**config.mk**
```make
export PLATFORM = sky130hd
export DESIGN_NAME = pdma_ctrl
export DESIGN_NICKNAME = d
export VERILOG_FILES = /design/src/rtl/pdma_ctrl.sv
export SDC_FILE = /design/constraint.sdc
export NUM_CORES = 1
export LEC_CHECK = 0
export BUFFER_PORTS_ARGS = -buffer_cell sky130_fd_sc_hd__buf_2
export CAP_MARGIN = 25
export CELL_PAD_IN_SITES_DETAIL_PLACEMENT = 1
export CELL_PAD_IN_SITES_GLOBAL_PLACEMENT = 2
export CORE_MARGIN = 2
export CORE_UTILIZATION = 31
export DETAILED_ROUTE_END_ITERATION = 10
export PLACE_DENSITY = 0.89
export SLEW_MARGIN = 20
export SYNTH_ARGS = -nofsm -noshare
export SYNTH_HDL_FRONTEND = slang
export SYNTH_SLANG_ARGS = --single-unit
```
**constraint.sdc**
```tcl
create_clock -name clk -period 5.05 [get_ports clk]
set_clock_uncertainty 0.2 [all_clocks]
set_input_delay 1.515 -clock clk [delete_from_list [all_inputs] [get_ports clk]]
set_output_delay 1.515 -clock clk [all_outputs]
set_load 0.05 [all_outputs]
```
**src/rtl/pdma_ctrl.sv**
```systemverilog
module pdma_ctrl #(
  parameter int AW = 24,
  parameter int LW = 24
) (
  input  logic          clk,
  input  logic          rst_n,
  input  logic          reg_we,
  input  logic [4:0]    reg_addr,
  input  logic [31:0]   reg_wdata,
  output logic [31:0]   reg_rdata,
  output logic          mem_valid,
  input  logic          mem_ready,
  output logic          mem_we,
  output logic [AW-1:0] mem_addr,
  output logic [15:0]   mem_wdata,
  output logic [1:0]    mem_be,
  input  logic [15:0]   mem_rdata,
  output logic          cart_valid,
  input  logic          cart_ready,
  output logic          cart_we,
  output logic [AW-1:0] cart_addr,
  output logic [15:0]   cart_wdata,
  input  logic [15:0]   cart_rdata,
  output logic          irq
);
  typedef enum logic [1:0] {S_IDLE, S_FETCH, S_STORE} st_t;

  st_t           st;
  logic          to_cart, err, irq_q;
  logic [AW-1:0] maddr, caddr;
  logic [LW-1:0] len_m2c, len_c2m, cnt;
  logic [15:0]   hbuf;
  logic [2:0]    idx;
  logic          busy, sr_wr, clr_wr, len_wr, src_fire, dst_fire, last;
  logic          unused_bits;

  assign idx      = reg_addr[4:2];
  assign busy     = st != S_IDLE;
  assign sr_wr    = reg_we && idx == 3'd4 && reg_wdata[0];
  assign clr_wr   = reg_we && idx == 3'd4 && reg_wdata[1];
  assign len_wr   = reg_we && (idx == 3'd2 || idx == 3'd3);
  assign src_fire = st == S_FETCH && (to_cart ? mem_ready : cart_ready);
  assign dst_fire = st == S_STORE && (to_cart ? cart_ready : mem_ready);
  assign last     = cnt[LW-1:1] == '0;
  assign unused_bits = ^{reg_addr[1:0], reg_wdata[31:AW], reg_wdata[31:LW]};

  always_ff @(posedge clk) begin
    if (!rst_n) begin
      st <= S_IDLE; to_cart <= 1'b0; err <= 1'b0; irq_q <= 1'b0;
      maddr <= '0; caddr <= '0; len_m2c <= '0; len_c2m <= '0;
      cnt <= '0; hbuf <= '0;
    end else if (sr_wr) begin
      st <= S_IDLE; err <= 1'b0; irq_q <= 1'b0;
    end else begin
      if (clr_wr) irq_q <= 1'b0;
      if (reg_we && !busy && idx == 3'd0) maddr <= {reg_wdata[AW-1:1], 1'b0};
      if (reg_we && !busy && idx == 3'd1) caddr <= {reg_wdata[AW-1:1], 1'b0};
      if (len_wr) begin
        if (busy) err <= 1'b1;
        else begin
          to_cart <= idx == 3'd2;
          st      <= S_FETCH;
          if (idx == 3'd2) begin
            len_m2c <= reg_wdata[LW-1:0] | LW'(1);
            cnt     <= reg_wdata[LW-1:0] | LW'(1);
          end else begin
            len_c2m <= reg_wdata[LW-1:0];
            cnt     <= reg_wdata[LW-1:0];
          end
        end
      end
      if (src_fire) begin
        hbuf <= to_cart ? mem_rdata : cart_rdata;
        st   <= S_STORE;
      end
      if (dst_fire) begin
        maddr <= maddr + AW'(2);
        caddr <= caddr + AW'(2);
        if (last) begin
          st    <= S_IDLE;
          irq_q <= 1'b1;
        end else begin
          cnt <= cnt - LW'(2);
          st  <= S_FETCH;
        end
      end
    end
  end

  assign mem_valid  = (st == S_FETCH && to_cart) || (st == S_STORE && !to_cart);
  assign cart_valid = (st == S_FETCH && !to_cart) || (st == S_STORE && to_cart);
  assign mem_we     = st == S_STORE;
  assign cart_we    = st == S_STORE;
  assign mem_addr   = maddr;
  assign cart_addr  = caddr;
  assign mem_wdata  = hbuf;
  assign cart_wdata = hbuf;
  assign mem_be     = (st == S_STORE && cnt == '0) ? 2'b01 : 2'b11;
  assign irq        = irq_q;

  always_comb begin
    case (idx)
      3'd0:    reg_rdata = 32'(maddr);
      3'd1:    reg_rdata = 32'(caddr);
      3'd2:    reg_rdata = 32'(len_m2c);
      3'd3:    reg_rdata = 32'(len_c2m);
      3'd4:    reg_rdata = {27'd0, maddr[2:0] == 3'd0, irq_q, err, cart_valid, busy};
      default: reg_rdata = 32'd0;
    endcase
  end
endmodule

```
Yosys cells after proc, flatten, opt, wreduce, memory -nomap -nowiden. Index checks and enable logic that the tools add are counted.

Register bits after elaboration: 141. Input port bits: 74. Output and inout port bits: 119.

$add $sub $neg: 3. Equal/unequal tests: 7. Mux-type cells: 22. Bitwise gates (word level): 4. Reductions and logical operators: 36.

Operators by type and width (number): 24-bit 2-to-1 mux (8); 24-bit case mux with 5 select lines (1); 24-bit by 2-bit adder with 24-bit output, second input constant (2); 24-bit zero test (1); 24-bit by 2-bit subtractor with 24-bit output, second input constant (1); 23-bit zero test (1); 16-bit 2-to-1 mux (1); 1-bit logical AND (14); 2-bit 2-to-1 mux (5); 2-bit AND reduction (5); 4-bit AND reduction (2); 1-bit 2-to-1 mux (7); 3-bit by 2-bit equality test with 1-bit output, second input constant (2); 3-bit zero test (2); 2-bit nonzero test (3); 1-bit NOT (4); 3-bit by 1-bit equality test with 1-bit output, second input constant (1); 3-bit equality test, second input constant (1); 1-bit logical OR (3); 3-bit by 1-bit inequality test with 1-bit output, second input constant (1); 3-bit AND reduction (1); 3-bit nonzero test (1); 2-bit by 1-bit equality test with 1-bit output, second input constant (1); 2-bit equality test, second input constant (1); 2 further kinds (3).

Logic depth before layout (Yosys ltp).
Word-level depth: 6. Mapped depth: 10. Gate-level depth less buffers: 7.

Worst setup path before layout. Ideal clock, no wire load.

Path type: input to output. Start: input reg_addr[2]. End: output reg_rdata[13]. Arrival: 3.348 ns. Required time: 3.335 ns. Path slack: -0.013 ns. Stages: 7. Cell sequence: clkbuf_1 -> clkbuf_1 -> nand2_1 -> nor2_1 -> clkbuf_1 -> a22oi_1 -> nand2_1.

Cells in the longest elaborated chain, start to end: 2.

Ends and longest elaborated chain: start, declared (line 8) `input logic [4:0] reg_addr,`; 3-bit equality test (tied with other cells) (line 102) `case (idx)`; 24-bit case mux with 5 select lines (*) (line 102); end, declared (line 10) `output logic [31:0] reg_rdata,`.

Mark *: on every way between the ends. The rest lies on a longest branch, timed or not.

Final worst setup path.
Start: input reg_addr[4]. End: output reg_rdata[23].

The elaborated chain is that of the path after synthesis.

==> results.md <==
- The layout overhead on the synthesized area is 20.5%.
- The number of pins with negative max-slew slack in the final report was 0.
- At the worst endpoint, the required time is about 3300 ps.
- By area the synthesized netlist is led by dfxtp_1 34%, nand2_1 7.7%, a21oi_1 5.3%.
- In the final routed layout, each cell accounts on average for between 20 and 25 um.
- The number of cells upsized or downsized after cts is 0.
- Routability-driven placement finished with a final weighted congestion of between 0.8 and 0.9.
- The count of maximum capacitance violations is 0.
- The total congestion overflow is 0.
- The initial antenna violation count is 0.
- The count of distinct cell types in the synthesized netlist is 76.
- In this run the deepest clock path goes through 2 buffers.
- The wire length the detailed router placed on met1 is between 10 and 15 mm.
- The cell chosen for the clock root is clkbuf_16.
- The minimum hold slack is around 250 ps.
- For this block, the via count after detailed routing is just under 9k.
- For this block, the initial DRC count from the detailed router was ~570.
- Of the total power, registers draw between 30% and 40%.
- The worst path meets setup with 292 ps of slack.
- The switching power summed over all nets is around 0.001 W.
- The wire length of the first global-routing pass is about 51 mm.
- Setup violations remaining at the end of the flow were counted as 0.
- After detailed routing, the number of remaining DRC violations is 0.
- In the synthesized netlist, the cells that appear most often are 167 x nand2_1, 139 x dfxtp_1, 87 x a21oi_1.
- The die height is around 170 um.
- The run finished with clean final reports.
- The number of flip-flops and latches in the synthesized netlist is around 140.
- The worst-case IR drop observed on VDD is 0.192 mV.
- Synthesis produced 1,062 cells.
- The final critical-path required period is about 4800 ps.
- The min-delay analysis places its worst path in the category reg2reg.
- The category of the worst setup path capture point is an output pin.
- The hold-fix buffer count after cts is 0.
- The share of total power dissipated in combinational logic is between 10% and 20%.
- The total number of nets in the final design is 1,254.
- The region available for standard cell placement spans between 20,000 and 30,000 um2.
- For this run, the share of the core covered by cells in the final layout is about 38%.
- The register area share after synthesis is approximately 34%.
- Using the TritonRoute via totals, the vias-per-cell ratio works out to between 5 and 6.
- The worst setup slack before clock tree synthesis is between 300 and 400 ps.
- The fraction of final layout cells sized beyond drive strength 1 is 23.7%.
- The critical path's slowest cell is buf_2.
- The maximum net fanout on the critical path is 18.
- The detailed router used layers up to and including met4.
- Of all cell types, the one taking the most synthesized area is dfxtp_1.
- The CTS sink count is between 100 and 150.
- The total negative slack is 0 ps.
- Summed over all cells, the static leakage comes to 3.83 nW.
- The top flip-flop cell by instance count after synthesis is dfxtp_1.
- In this run, the clock network consumes between 40% and 50% of the power.
- The share of synthesized flip-flops with an asynchronous set or reset is 0%.
- The number of hold violations in the final report was 0.
- The first detailed-routing pass took 6 iterations.
- The HPWL after detailed placement is 23.3 mm.
- In the finished design, the share of the clock period the worst path needs comes to a little over nine tenths.
- For this design the top-level I/O count stands at a little under 200.
- After clock tree synthesis, the clock-pin slew on the worst setup and hold paths is ~60 ps.
- The net switching share of the total power is roughly a third.
- Wire segments on met3 add up to 2.05 mm in the final route.
- Traced cell by cell, the critical path runs through buf_2, inv_1, nand2_1, nor2_1, buf_12, a22oi_1, nand2_1, buf_2.
- The number of inserted diodes is 0.
- Once the floorplan was initialized, standard cells occupied between 30% and 40% of the core.
- Across every metal layer, demand over resource in global routing totals a little under a quarter.
- The relative max-transition margin is between 30% and 40%.
- A synthesized cell averages between 7 and 8 um2.
- STA classifies the critical path startpoint as an input pin.
- The level count of the clock H-tree is 4.
- Setup repair after global routing left no endpoint under its margin.
- The final layout contains routed wiring with a total length of 33.0 mm.
- From left edge to right edge, the die measures around 170 um.
- Among all cell types in the netlist, the one instantiated most often is nand2_1.
- The total power density per cell area is around 320 nW/um2.
- Buffers added to address setup during post-CTS repair amount to 0.
- The area enclosed by the die boundary is between 20,000 and 30,000 um2.
- The remaining antenna violation count is 0.
- Summed over all nets, wire length on met2 after detailed routing comes to 15.3 mm.
- During synthesis, Yosys emitted a total of 0 warnings.
- The number of buffers created by CTS is 17.
- The critical path start-end classification is in2out.
- The count of placed standard cells in the final layout, fillers left out is ~1.5k.
- The via count of the first global-routing pass is about 8.6k.
- The instance count after placement with tap cells included is 1,491.
- For the pin with the worst max-slew slack, the measured transition is a little over 1000 ps.
- The cell area after technology mapping is a little over 8000 um2.
- For the worst-skew pair, the clock arrives at the later sink with an insertion delay of 430 ps.
- The clock tree from TritonCTS is yes.
- The highest achievable clock rate is approximately 0.21 GHz.
- The site row count is between 50 and 60.
- For the worst setup path, the data arrival time is between 3000 and 4000 ps.
- The cell-internal power is about 0.0021 W.
- Counting flops with a built-in enable in the synthesized netlist gives 0.
- The area share of the largest cell type after synthesis is between 30% and 40%.
- The largest stage delay on the critical path is about 300 ps.
- In this run the tool buffered the top-level ports with between 150 and 200 buffer cells.
- Entering global routing, the biggest net connects between 40 and 50 pins.
==> kinds of logic after synthesis <==
group	after synthesis	share of synthesized area, %
fa+ha+maj	5	0.768
simple gates	412	24.2
mux	45	5.85
buf+inv	140	8.37
other cells	2	0.0922
compound gates	317	26.3
xor+xnor	2	0.215
flops	139	34.1
==> through the flow <==
stage | power (W) | instance area [um2]
finish | 0.00313 | 9820
global route | 0.00324 | 9820
CTS | 0.00314 | 9820
detailed placement | 0.00182 | 9210
global placement | 0.00180 | 9170
floorplan | 0.00164 | 8210
==> placed cells by master (no fill, tap or decap), drive strengths merged, types with 5 or more instances in the layout <==
cell,instances
a211oi,21
a21oi,89
a221oi,13
a22oi,38
a31oi,6
a32o,6
and2,14
and3,16
and4,7
buf,203
clkbuf,19
clkinvlp,5
conb,11
dfxtp,139
ha,5
inv,24
mux2i,42
nand2,167
nand2b,5
nand3,36
nand4,9
nor2,67
nor3,40
nor3b,8
nor4,15
o211ai,6
o21ai,80
o221ai,5
o31ai,6
or3,12
or4,9
==> worst paths after layout <==
| check | start | slack (ps) | depth (start not counted) | endpoint |
|---|---|---|---|---|
| max | reg_addr[4] | 290 | 8 | reg_rdata[23] |
| min | len_m2c[10] | 250 | 2 | len_m2c[10] |
| max reg2reg | cnt[17] | 1850 | 5 | cnt[12] |
| min reg2reg | len_m2c[10] | 250 | 2 | len_m2c[10] |
==> power by group through the flow <==
stage | Combinational (W) | Clock, W | Sequential [W]
after CTS | 0.000598 | 0.00135 | 0.00120
after detailed placement | 0.000593 | 0 | 0.00122
after global placement | 0.000581 | 0 | 0.00122
final | 0.000598 | 0.00133 | 0.00120
after floorplan | 0.000366 | 0 | 0.00127
after global routing | 0.000645 | 0.00138 | 0.00121
==> routing by layer <==
metal	track usage [%]	vias up
met5	0	-
met3	4.62	42
met2	38.1	300
met1	31.5	4325
li1	-	4075
met4	6.35	0
==> state kept, by name (all words and copies together) (netlist names) <==
signal      count
cnt            24
len_c2m        24
err             1
irq             1
to_cart         1
mem_addr       23
cart_wdata     16
len_m2c        24
cart_addr      23
st              2
==> layout make-up <==
class | count | area (um2)
well taps | 335 | 419
multi-input cells | 792 | 4760
inverters | 22 | 82.6
fillers | 3184 | 16100
flip-flops and latches | 139 | 2780
clock inverters | 13 | 168
repair buffers | 203 | 1160
clock buffers | 19 | 443
==> critical path, delay by kind of cell <==
| family | cells | cell delay (ps) |
|---|---|---|
| AO/OA/AOI/OAI | 1 | 100 |
| buffers and inverters | 4 | 840 |
| AND/OR/NAND/NOR | 3 | 560 |
Note: power is estimated with default switching activity, not from simulation.
